`src/rtl/tlbf_pkg.sv`:
```
// Package: shared encodings for the TLB fault classifier.
// Assumes: cause field is one-hot over the four winning conditions.
package tlbf_pkg;

    typedef enum logic [1:0] {
        FK_NONE = 2'd0,
        FK_MISS = 2'd1,
        FK_ERR  = 2'd2,
        FK_CHG  = 2'd3
    } fault_kind_e;

    localparam int KIND_W  = 2;
    localparam int CAUSE_W = 4;
    localparam int ACC_W   = 3;

    localparam int CB_MISS  = 0;
    localparam int CB_INVAL = 1;
    localparam int CB_PROT  = 2;
    localparam int CB_ATTR  = 3;

    typedef enum logic [ACC_W-1:0] {
        AC_LOAD   = 3'd0,
        AC_STORE  = 3'd1,
        AC_ZERO   = 3'd2,
        AC_CLEAN  = 3'd3,
        AC_FLUSH  = 3'd4,
        AC_INVAL  = 3'd5,
        AC_IINVAL = 3'd6,
        AC_SPARE  = 3'd7
    } dacc_e;

    // True for access codes that modify memory contents.
    function automatic logic acc_modifies(input logic [ACC_W-1:0] acc);
        return (acc == AC_STORE) || (acc == AC_ZERO);
    endfunction

    // Cause vector with a single bit set.
    function automatic logic [CAUSE_W-1:0] cause_bit(input int idx);
        logic [CAUSE_W-1:0] v;
        v = '0;
        v[idx] = 1'b1;
        return v;
    endfunction

endpackage

```
`src/rtl/ifetch_classify.sv`:
```
// Module: instruction-side fault decision (combinational).
// Assumes: attribute inputs are meaningful only when hit is set;
// priority is miss, then invalid, then protection, then guarded.
module ifetch_classify
    import tlbf_pkg::*;
(
    input  logic               xlate_en,
    input  logic               tlb_hit,
    input  logic               seg_valid,
    input  logic               page_valid,
    input  logic               exec_ok,
    input  logic               guarded,
    output logic [KIND_W-1:0]  kind,
    output logic [CAUSE_W-1:0] cause
);

    // Priority chain choosing the single winning fetch condition.
    always_comb begin
        kind  = FK_NONE;
        cause = '0;
        if (xlate_en) begin
            if (!tlb_hit) begin
                kind  = FK_MISS;
                cause = cause_bit(CB_MISS);
            end else if (!seg_valid || !page_valid) begin
                kind  = FK_ERR;
                cause = cause_bit(CB_INVAL);
            end else if (!exec_ok) begin
                kind  = FK_ERR;
                cause = cause_bit(CB_PROT);
            end else if (guarded) begin
                kind  = FK_ERR;
                cause = cause_bit(CB_ATTR);
            end
        end
    end

endmodule

```
`src/rtl/daccess_classify.sv`:
```
// Module: data-side fault decision (combinational).
// Assumes: only store and block zero need write permission and the
// change bit; all other access codes are checked as reads.
module daccess_classify
    import tlbf_pkg::*;
(
    input  logic               xlate_en,
    input  logic               tlb_hit,
    input  logic               seg_valid,
    input  logic               page_valid,
    input  logic               rd_ok,
    input  logic               wr_ok,
    input  logic               changed,
    input  logic [ACC_W-1:0]   acc,
    output logic [KIND_W-1:0]  kind,
    output logic [CAUSE_W-1:0] cause
);

    logic writes;
    logic perm_ok;

    // Select the permission that applies to this access code.
    always_comb begin
        writes  = acc_modifies(acc);
        perm_ok = writes ? wr_ok : rd_ok;
    end

    // Priority chain choosing the single winning data condition.
    always_comb begin
        kind  = FK_NONE;
        cause = '0;
        if (xlate_en) begin
            if (!tlb_hit) begin
                kind  = FK_MISS;
                cause = cause_bit(CB_MISS);
            end else if (!seg_valid || !page_valid) begin
                kind  = FK_ERR;
                cause = cause_bit(CB_INVAL);
            end else if (!perm_ok) begin
                kind  = FK_ERR;
                cause = cause_bit(CB_PROT);
            end else if (writes && !changed) begin
                kind  = FK_CHG;
                cause = cause_bit(CB_ATTR);
            end
        end
    end

endmodule

```
`src/rtl/flt_out_stage.sv`:
```
// Module: optional output register for one side's result word.
// Assumes: REG_OUT=1 adds one cycle; REG_OUT=0 passes through.
module flt_out_stage #(
    parameter int W       = 7,
    parameter bit REG_OUT = 1'b1
) (
    input  logic         clk,
    input  logic         rst_n,
    input  logic [W-1:0] d,
    output logic [W-1:0] q
);

    generate
        if (REG_OUT) begin : g_reg
            logic [W-1:0] q_r;
            // Hold the result word, cleared by synchronous reset.
            always_ff @(posedge clk) begin
                if (!rst_n) q_r <= '0;
                else        q_r <= d;
            end
            assign q = q_r;
        end else begin : g_pass
            assign q = d;
        end
    endgenerate

endmodule

```
`src/rtl/tlb_fault_classifier.sv`:
```
// Module: top of the TLB miss/error classifier, two independent sides.
// Assumes: one request per side per cycle; result word is
// {valid, kind, cause} and is all zero when no request is present.
module tlb_fault_classifier
    import tlbf_pkg::*;
#(
    parameter bit REG_OUT = 1'b1
) (
    input  logic               clk,
    input  logic               rst_n,
    input  logic               if_req,
    input  logic               if_xlate_en,
    input  logic               if_tlb_hit,
    input  logic               if_seg_valid,
    input  logic               if_page_valid,
    input  logic               if_exec_ok,
    input  logic               if_guarded,
    output logic               if_flt_vld,
    output logic [1:0]         if_kind,
    output logic [3:0]         if_cause,
    input  logic               dt_req,
    input  logic               dt_xlate_en,
    input  logic               dt_tlb_hit,
    input  logic               dt_seg_valid,
    input  logic               dt_page_valid,
    input  logic               dt_rd_ok,
    input  logic               dt_wr_ok,
    input  logic               dt_changed,
    input  logic [2:0]         dt_acc,
    output logic               dt_flt_vld,
    output logic [1:0]         dt_kind,
    output logic [3:0]         dt_cause
);

    localparam int RES_W = 1 + KIND_W + CAUSE_W;

    logic [KIND_W-1:0]  i_kind,  d_kind;
    logic [CAUSE_W-1:0] i_cause, d_cause;
    logic [RES_W-1:0]   i_word,  d_word;
    logic [RES_W-1:0]   i_q,     d_q;

    ifetch_classify u_if (
        .xlate_en   (if_xlate_en),
        .tlb_hit    (if_tlb_hit),
        .seg_valid  (if_seg_valid),
        .page_valid (if_page_valid),
        .exec_ok    (if_exec_ok),
        .guarded    (if_guarded),
        .kind       (i_kind),
        .cause      (i_cause)
    );

    daccess_classify u_dt (
        .xlate_en   (dt_xlate_en),
        .tlb_hit    (dt_tlb_hit),
        .seg_valid  (dt_seg_valid),
        .page_valid (dt_page_valid),
        .rd_ok      (dt_rd_ok),
        .wr_ok      (dt_wr_ok),
        .changed    (dt_changed),
        .acc        (dt_acc),
        .kind       (d_kind),
        .cause      (d_cause)
    );

    // Gate each side's decision with its request to form the result word.
    always_comb begin
        i_word = if_req ? {1'b1, i_kind, i_cause} : '0;
        d_word = dt_req ? {1'b1, d_kind, d_cause} : '0;
    end

    flt_out_stage #(.W(RES_W), .REG_OUT(REG_OUT)) u_if_out (
        .clk (clk), .rst_n (rst_n), .d (i_word), .q (i_q)
    );

    flt_out_stage #(.W(RES_W), .REG_OUT(REG_OUT)) u_dt_out (
        .clk (clk), .rst_n (rst_n), .d (d_word), .q (d_q)
    );

    assign {if_flt_vld, if_kind, if_cause} = i_q;
    assign {dt_flt_vld, dt_kind, dt_cause} = d_q;

endmodule

```
`config.mk`:
```
export PLATFORM = sky130hd
export DESIGN_NAME = tlb_fault_classifier
export DESIGN_NICKNAME = d
export VERILOG_FILES = /design/src/rtl/tlbf_pkg.sv /design/src/rtl/ifetch_classify.sv /design/src/rtl/daccess_classify.sv /design/src/rtl/flt_out_stage.sv /design/src/rtl/tlb_fault_classifier.sv
export SDC_FILE = /design/constraint.sdc
export NUM_CORES = 1
export LEC_CHECK = 0
export BUFFER_PORTS_ARGS = -buffer_cell sky130_fd_sc_hd__buf_2
export CORE_MARGIN = 3
export CORE_UTILIZATION = 32
export CTS_CLUSTER_SIZE = 40
export DETAILED_ROUTE_END_ITERATION = 8
export PLACE_DENSITY = 0.68
export SLEW_MARGIN = 20
export SYNTH_ARGS = -nofsm -noshare
export SYNTH_HDL_FRONTEND = slang
export SYNTH_SLANG_ARGS = --single-unit
export TNS_END_PERCENT = 30
```
`constraint.sdc`:
```
create_clock -name clk -period 1.75 [get_ports clk]
set_input_delay 0.4375 -clock clk [delete_from_list [all_inputs] [get_ports clk]]
set_output_delay 0.4375 -clock clk [all_outputs]
set_load 0.01 [all_outputs]
```
### Word level (Yosys, flattened, before mapping)

Index checks and enable logic that the tools add are counted.

* register bits: 14

* equal/unequal tests: 2
* mux-type cells: 23
* bitwise gates (word level): 9
* reduce and logical (&&, ||, !) cells: 17

Operator list (number)
* two-way mux 4 bit: 10
* two-way mux 2 bit: 10
* two-way mux 7 bit: 2
* OR reduction 6 bit: 2
* OR reduction 5 bit: 2
* NOT 1 bit: 9
* AND reduction 4 bit: 2
* AND reduction 3 bit: 2
* zero test 1 bit: 5
* equality test 3 x 1 -> 1 bit (second input constant): 1
* equality test 3 x 2 -> 1 bit (second input constant): 1
* logical OR 1 bit: 3
* logical AND 1 bit: 1
* two-way mux 1 bit: 1

### Longest topological paths before layout

Gate-level depths: netlist of the first run.

* word-level depth: 9
* mapped depth: 3
* gate-level depth less buffers: 3

### Modules after synthesis

A second synthesis of the first run with hierarchy kept.

* cells, all modules: 68
* area, all modules: 614.3 µm²

Modules (own cells, without submodules)
* flt_out_stage: times used 2, cells each 14, area each 183.9 µm²
* daccess_classify: times used 1, cells each 18, area each 117.6 µm²
* tlb_fault_classifier: times used 1, cells each 12, area each 75.1 µm²
* ifetch_classify: times used 1, cells each 10, area each 53.8 µm²

### Worst setup path before layout of the first run

No wires, ideal clock.

* kind: input -> register
* start point: in dt_acc[1]
* end point: reg u_dt_out.g_reg.q_r[5], in the netlist u_dt_out.q[5]
* library setup time: 0.125 ns
* arrival: 0.903 ns
* data required time: 1.625 ns
* path slack: 0.722 ns
* stages: 3
* buffers on the path: 0
* cells stage by stage: xor2_2 a21boi_2 a31oi_1

* longest elaborated chain between the ends: 6

Ends and longest elaborated chain
* start, declared: RTL line tlb_fault_classifier.sv:29 `input logic [2:0] dt_acc,`
* equality test 3 x 1 -> 1 bit or equality test 3 x 2 -> 1 bit (tied branches): RTL line tlbf_pkg.sv:34 `return (acc == AC_STORE) || (acc == AC_ZERO);`
* logical OR 1 bit (*): RTL line tlbf_pkg.sv:34
* logical AND 1 bit: RTL line daccess_classify.sv:42 `end else if (writes && !changed) begin`
* two-way mux 2 bit: RTL line daccess_classify.sv:42
* two-way mux 2 bit (*): RTL line daccess_classify.sv:39 `end else if (!perm_ok) begin`
* two-way mux 2 bit (*): RTL line daccess_classify.sv:36 `end else if (!seg_valid || !page_valid) begin`
* end signal, assigned: RTL line flt_out_stage.sv:18 `if (!rst_n) q_r <= '0;`
* end signal, assigned: RTL line flt_out_stage.sv:19 `else q_r <= d;`
* end, declared: RTL line flt_out_stage.sv:15 `logic [W-1:0] q_r;`

Mark *: on every way between the ends. The rest lies on a longest branch, timed or not.
A chain may end at the register's enable or synchronous reset.

### Final worst setup path of the first run

* start point: reg u_dt_out.g_reg.q_r[2], in the netlist u_dt_out.q[2]
* end point: out dt_cause[2]

RTL lines
* end, declared: RTL line tlb_fault_classifier.sv:32 `output logic [3:0] dt_cause`

No word-level cell between the ends.

==> metrics.csv, run 1 <==
metric;value;unit
#FFs+latches synth;13;
grt total ovfl;0;
Synth-to-Final Area Change;43.8;%
Clock Sinks;13;
Max-slew headroom;85.3;%
Via density;4.60;
Port Buffers;33;
worst hold endpoint;u_if_out.q[0];
vias in the first global route;426;
max cap viols;0;
Core ar.;1330;um2
critical path depth;1;
fillcell total;136;
# setup viols final;0;
Hold/Removal Path Class;input pin to flop;
GPL Wtd Cong;0.673;
status;complete, no violations;
CTS Hold Buffers Added;0;
CP Capture Type;primary output;
max frequency;0.871;GHz
Bufs and invs on worst path;1;
Die Wd;44.0;um
hold_sp;if_tlb_hit;
area occupied by multi-input gates;188;um2
Pleak;0.353;nW
Slowest-stage cell, CP;dfxtp_1;
Hold WS;0.333;ns
Post-CTS Setup Bufs;0;
syn avg cell area;10.5;um2
initial antenna violation count;0;
First-pass DRT Iterations;2;
Mapped Nets;64;
largest net degree at the start of global routing;8;
Yosys cell types;17;
drt drc;0;
CTS tree;built;
P_int;0.422;mW
Tightest Pin Transition;0.220;ns
Initial Utilization;34.7;%
DR vias;437;
top-area cell type share of the netlist area;56.2;%
critical path cell sequence;buf_2;
Num CTS Buffers;3;
mux share of post-synthesis cell area;0;%
n_diodes;0;
Sw Share;22.7;%
post_cts resized;0;
maximum buffer depth of the clock tree;2;
Max Slew Vio Count;0;
Clk pwr share;32.5;%
HPWL after detailed placement;785;um
layout cells sized above 1;50.0;%
Worst Setup Start Kind;flop;
mapped cell area;463;um2
CP max stage delay;0.32;ns
Max FO, Critical Path;1;
Final WS setup;0.602;ns
RSZ-0062 raised after global routing;no;
Ports;34;
largest family of logic cells by synthesized area;simple AND/OR/NAND/NOR gates;
hold path depth;2;
Ys Warns;0;
Mapped Cells;44;
Avg WL per Cell;9.60;um
fin crit period;1.15;ns
Synth Area in Simple Gates;27.8;%
Max VDD drop;254;uV
Flop pwr share;55.8;%
Adder-Cell Fraction of Synth Area;0;%
complex-gate fraction of the synthesized area;9.19;%
WS Path Type;flop to primary output;
CTS clk-pin slew, worst paths;0.07;ns
Tot GR Track Use;10.4;%
sequential share of the synthesized area;56.2;%
fin crit share;65.6;%
dpl ws;0.555;ns
H-tree depth;1;
CP arrival;0.71;ns
xor/xnor share of the synthesized area;3.51;%
Row Count;13;
Root Driver;clkbuf_4;
setup TNS;0;ns
drt initial violations;5;
Comb pwr share;11.7;%
data required time of the worst path;1.31;ns
total wire length;912;um
register area;260;um2
switching pwr;0.124;mW
largest area contributor in the netlist;dfxtp_1;
remaining antenna violation count after routing;0;
die area;1940;um2
Final Hold Viols;0;
layout net count;101;
total chip power;0.545;mW
Die Y;44.0;um
CP top delay family;flip-flops;
Pwr Density;819;nW/um2
top cells by area, synth;dfxtp_1, nor4b_4, nand3_1;
global-route wire length before repair;1.48;mm
## routing by layer
layer	share of wire [%]	global-route usage [%]	wire, um	vias to the layer above
li1	-	-	-	226
met4	3.3	10.2	30	0
met1	37	11.3	336	178
met3	16	2.85	148	4
met5	0	0	0	-
met2	44	16.0	397	29
## power by group through the flow
stage | logic [mW] | clock network (mW) | registers [mW]
after floorplan | 0.0233 | 0 | 0.315
after global placement | 0.0637 | 0 | 0.311
after detailed placement | 0.0646 | 0 | 0.311
after CTS | 0.0648 | 0.185 | 0.304
after global routing | 0.0721 | 0.192 | 0.305
final | 0.0640 | 0.177 | 0.304
## worst max-delay path by stage
stage	startpoint	to	slack, ns
floorplan	dt_acc[1]	u_dt_out.q[5]	0.72
global placement	dt_acc[1]	u_dt_out.q[5]	0.57
detailed placement	dt_acc[1]	u_dt_out.q[2]	0.56
CTS	u_dt_out.q[5]	dt_kind[1]	0.59
global route	u_dt_out.q[2]	dt_cause[2]	0.56
finish	u_dt_out.q[2]	dt_cause[2]	0.60
## placed cells by master (no fill, tap or decap), drive strengths merged
| cell type | instances |
|---|---|
| and2 | 2 |
| dfxtp | 13 |
| and4b | 1 |
| a21boi | 1 |
| inv | 2 |
| nor3 | 2 |
| nor4b | 1 |
| clkbuf | 4 |
| a31oi | 1 |
| xor2 | 1 |
| nand2 | 4 |
| and3 | 1 |
| nand4 | 1 |
| buf | 33 |
| a21oi | 3 |
| a41o | 1 |
| nand3 | 4 |
| nor2 | 5 |
## state kept, by name (all words and copies together), names as in the netlist
name        flops
u_dt_out.q      7
u_if_out.q      6
## stage by stage
step                      instance area (um2)  std cells  utilization (%)
after floorplan                           463         44                -
after global placement                    639         91             47.9
after detailed placement                  639         91             47.9
after CTS                                 666         95             49.9
after global routing                      666         95             49.9
final                                     666         95             49.9
## area by class of cell
cell class	instances	share of cell area, %
multi-input combinational	28	28.2
timing repair buffer	33	24.8
inverter	2	1.13
clock buffer	4	3.95
sequential	13	39.1
tap	15	2.82
## cell usage after synthesis (all sizes together)
cell / count
a21oi: 3
nand4: 1
nand3: 4
and3: 1
dfxtp: 13
nor2: 5
nor3: 2
buf: 1
nor4b: 1
xor2: 1
nand2: 4
and2: 2
a41o: 1
and4b: 1
inv: 2
a21boi: 1
a31oi: 1
## cells by family after synthesis
logic type | count (synthesis)
AOI/OAI and AO/OA | 6
xor gates and xnor gates | 1
buffers and inverters | 3
DFF | 13
and+or+nand+nor | 21
(Power assumes the default switching activity.)
==> inputs of run 2 (changes only) <==
==> constraint.sdc (replaced) <==
create_clock -name clk -period 1.1 [get_ports clk]
set_input_delay 0.275 -clock clk [delete_from_list [all_inputs] [get_ports clk]]
set_output_delay 0.275 -clock clk [all_outputs]
set_load 0.01 [all_outputs]
==> run 2 against run 1 <==
Design area did not move. Final cell count did not move. Combinational power rose by 61%. Highest routed layer unchanged. Core utilization did not move. Total power rose by 60%. Sequential power rose by 59%. Non-clock buffer count did not move. First-iteration DRC count fell by 20%. Global-route usage rose by 0.35 points. Routed wire length rose by 5.2%. Sequential share of layout area did not move.
==> metrics.csv, run 2 (synthesis gave the netlist of run 1 again) <==
metric;value;unit
Post-CTS Setup Bufs;0;
CTS Hold Buffers Added;0;
setup TNS;0;ns
CP max stage delay;0.33;ns
CTS clk-pin slew, worst paths;0.07;ns
Avg WL per Cell;10.1;um
Clock Sinks;13;
RSZ-0062 raised after global routing;no;
Worst Setup Start Kind;flop;
WS Path Type;flop to primary output;
layout net count;101;
Num CTS Buffers;3;
Max FO, Critical Path;1;
most common cell after layout, fill and taps aside;buf_2;
Pleak;0.353;nW
n_diodes;0;
initial antenna violation count;0;
H-tree depth;1;
drt initial violations;4;
max frequency;1.01;GHz
drt drc;0;
Via density;4.64;
critical path cell sequence;buf_2;
fin cells;95;
fin crit period;0.990;ns
DR vias;441;
status;complete, no violations;
Ports;34;
Tightest Pin Transition;0.220;ns
global-route wire length before repair;1.55;mm
Die Y;44.0;um
CP arrival;0.72;ns
Pwr Density;1310;nW/um2
layout cells sized above 1;50.0;%
grt total ovfl;0;
Largest register FFs;7;
Initial Utilization;34.7;%
commonest non-fill, non-tap cells in the layout;buf_2, dfxtp_1, nor2_1, nand3_1, nand2_1;
Max Slew Vio Count;0;
CTS tree;built;
Die Wd;44.0;um
fin crit share;90.0;%
Hold/Removal Path Class;input pin to flop;
Max VDD drop;478;uV
largest net degree at the start of global routing;8;
CP top delay family;flip-flops;
vias in the first global route;431;
Slowest-stage cell, CP;dfxtp_1;
Hold WS;0.176;ns
CP Capture Type;primary output;
Core ar.;1330;um2
remaining antenna violation count after routing;0;
Row Count;13;
maximum buffer depth of the clock tree;2;
First-pass DRT Iterations;2;
# setup viols final;0;
die area;1940;um2
placed cells;91;
HPWL after detailed placement;795;um
Tot GR Track Use;10.8;%
Port Buffers;33;
Max-slew headroom;85.3;%
fillcell total;144;
GPL Wtd Cong;0.673;
Synth-to-Final Area Change;43.8;%
post_cts resized;0;
Final Hold Viols;0;
max cap viols;0;
Root Driver;clkbuf_4;
total wire length;959;um
data required time of the worst path;0.82;ns
Bufs and invs on worst path;1;
[run 2: cell counts in the layout (fill, tap and decap cells not counted)]
Identical to the previous run, type by type.
[run 2: layout make-up]
type / count / area [um2] / area share (%)
well taps: 15 / 18.8 / 2.82
inverters: 2 / 7.51 / 1.13
flip-flops and latches: 13 / 260 / 39.1
repair buffers: 33 / 165 / 24.8
clock buffers: 4 / 26.3 / 3.95
multi-input cells: 28 / 188 / 28.2
[run 2: report_power, final]
part           switching [mW]  internal [mW]  leakage (nW)  total, mW
sequential            0.00238          0.481         0.106      0.483
clock                   0.144          0.140        0.0150      0.284
combinational          0.0534         0.0493         0.232      0.103
total                   0.200          0.671         0.353      0.870
[run 2: final timing paths]
path | slack (ns) | start | endpoint | cells after the start
setup / recovery | 0.11 | u_dt_out.q[2] | dt_cause[2] | 1
hold / removal | 0.18 | if_tlb_hit | u_if_out.q[0] | 2
[run 2: per-layer routing]
layer / up-vias / wire length (um) / part of all wire [%] / track usage, %
met5: - / 0 / 0 / 0
met2: 27 / 442 / 46 / 16.3
met1: 185 / 361 / 38 / 11.9
met3: 4 / 136 / 14 / 3.25
met4: 0 / 19 / 2.0 / 10.2
li1: 225 / - / - / -
[run 2: stage by stage]
| step | util, % | power, mW | area (um2) | setup slack, ns |
|---|---|---|---|---|
| 5_1_grt | 49.9 | 0.910 | 666 | 0.0722 |
| 6_report | 49.9 | 0.870 | 666 | 0.110 |
| 2_1_floorplan | - | 0.538 | 463 | 0.234 |
| 4_1_cts | 49.9 | 0.883 | 666 | 0.0973 |
| 3_5_place_dp | 47.9 | 0.598 | 639 | 0.0682 |
| 3_3_place_gp | 47.9 | 0.596 | 639 | 0.0865 |
==> inputs of run 3 (changes only) <==
--- a/config.mk
+++ b/config.mk
@@ -5,12 +5,12 @@
 export SDC_FILE = /design/constraint.sdc
 export NUM_CORES = 1
 export LEC_CHECK = 0
-export BUFFER_PORTS_ARGS = -buffer_cell sky130_fd_sc_hd__buf_2
 export CORE_MARGIN = 3
 export CORE_UTILIZATION = 32
 export CTS_CLUSTER_SIZE = 40
 export DETAILED_ROUTE_END_ITERATION = 8
-export PLACE_DENSITY = 0.68
+export DONT_BUFFER_PORTS = 1
+export PLACE_DENSITY = 0.48
 export SLEW_MARGIN = 20
 export SYNTH_ARGS = -nofsm -noshare
 export SYNTH_HDL_FRONTEND = slang
==> run 3 against run 2 <==
Global-route usage fell by 1.8 points. Sequential power rose by 2%. Routed wire length fell by 13%. Core utilization fell by 12 points. Clock-buffer cell count did not move. Total power fell by 7.6%. Design area fell by 25%. Critical endpoint is now if_cause[0]. Largest cell class unchanged. Largest power group unchanged.
==> metrics.csv, run 3 (synthesis gave the netlist of run 1 again) <==
metric;value;unit
layout cells sized above 1;14.9;%
remaining antenna violation count after routing;0;
most common cell after layout, fill and taps aside;dfxtp_1;
Die Wd;44.0;um
layout net count;68;
CP arrival;0.69;ns
Clock Sinks;13;
switching pwr;0.164;mW
die area;1940;um2
CTS clk-pin slew, worst paths;0.07;ns
Synth-to-Final Area Change;8.11;%
# setup viols final;0;
CP Capture Type;primary output;
commonest non-fill, non-tap cells in the layout;dfxtp_1, nor2_1, nand3_1, nand2_1;
Pwr Density;1610;nW/um2
Num CTS Buffers;3;
drt drc;0;
fin crit period;0.963;ns
Port Buffers;0;
n_diodes;0;
DR vias;312;
H-tree depth;1;
status;complete, no violations;
Max Slew Vio Count;0;
global-route wire length before repair;1.25;mm
Via density;5.03;
RSZ-0062 raised after global routing;no;
fillcell total;139;
Final Hold Viols;0;
vias in the first global route;310;
total wire length;832;um
Post-DP Area;474;um2
Core ar.;1330;um2
Clk pwr share;33.9;%
Tot GR Track Use;8.99;%
max cap viols;0;
Post-CTS Setup Bufs;0;
Flop pwr share;61.2;%
CTS Hold Buffers Added;0;
Max VDD drop;422;uV
final instance area;500;um2
Initial Utilization;34.7;%
Final WS setup;0.137;ns
Sw Share;20.4;%
Die Y;44.0;um
WS Path Type;flop to primary output;
CTS tree;built;
P_int;0.640;mW
Max-slew headroom;85.4;%
dpl ws;0.177;ns
Ports;34;
post_cts resized;0;
Largest register FFs;7;
Hold WS;0.0717;ns
setup TNS;0;ns
data required time of the worst path;0.82;ns
initial antenna violation count;0;
fin crit share;87.6;%
Max FO, Critical Path;2;
HPWL after detailed placement;715;um
Comb pwr share;5.0;%
Worst Setup Start Kind;flop;
Tightest Pin Transition;0.219;ns
GPL Wtd Cong;0.725;
maximum buffer depth of the clock tree;2;
Avg WL per Cell;13.4;um
largest net degree at the start of global routing;8;
Hold/Removal Path Class;input pin to flop;
max frequency;1.04;GHz
Root Driver;clkbuf_4;
Pleak;0.203;nW
First-pass DRT Iterations;4;
grt total ovfl;0;
drt initial violations;2;
Row Count;13;
-- run 3: cell count changes in the layout (fill, tap and decap cells not counted) --
cell | previous run | this run
buf_2 | 33 | 0
-- run 3: routing by layer --
layer	share of wire [%]	vias up	GRT usage, %
li1	-	156	-
met4	1.8	0	9.04
met1	32	129	9.27
met5	0	-	0
met2	52	25	14.2
met3	14	2	2.44
-- run 3: per-stage QoR --
step                      util [%]  std cells  total power, mW
after floorplan                  -         44            0.538
after global placement        35.6         58            0.541
after detailed placement      35.6         58            0.543
after CTS                     37.5         62            0.824
after global routing          37.5         62            0.847
final                         37.5         62            0.804
-- run 3: power groups by stage --
| stage | clock (mW) | sequential (mW) | combinational [mW] |
|---|---|---|---|
| finish | 0.272 | 0.492 | 0.0399 |
| global route | 0.309 | 0.493 | 0.0454 |
| CTS | 0.292 | 0.492 | 0.0402 |
| detailed placement | 0 | 0.503 | 0.0400 |
| global placement | 0 | 0.503 | 0.0381 |
| floorplan | 0 | 0.501 | 0.0370 |
-- run 3: final timing paths --
path,start,end,cells past startpoint
max,u_if_out.q[0],if_cause[0],0
min,dt_tlb_hit,u_dt_out.q[0],1
-- run 3: final cells by class --
cell class	instances	area, um2	share of cell area [%]
Clock buffer	4	26.3	5.25
Inverter	2	7.51	1.50
Multi-Input combinational cell	28	188	37.5
Sequential cell	13	260	52.0
Tap cell	15	18.8	3.75
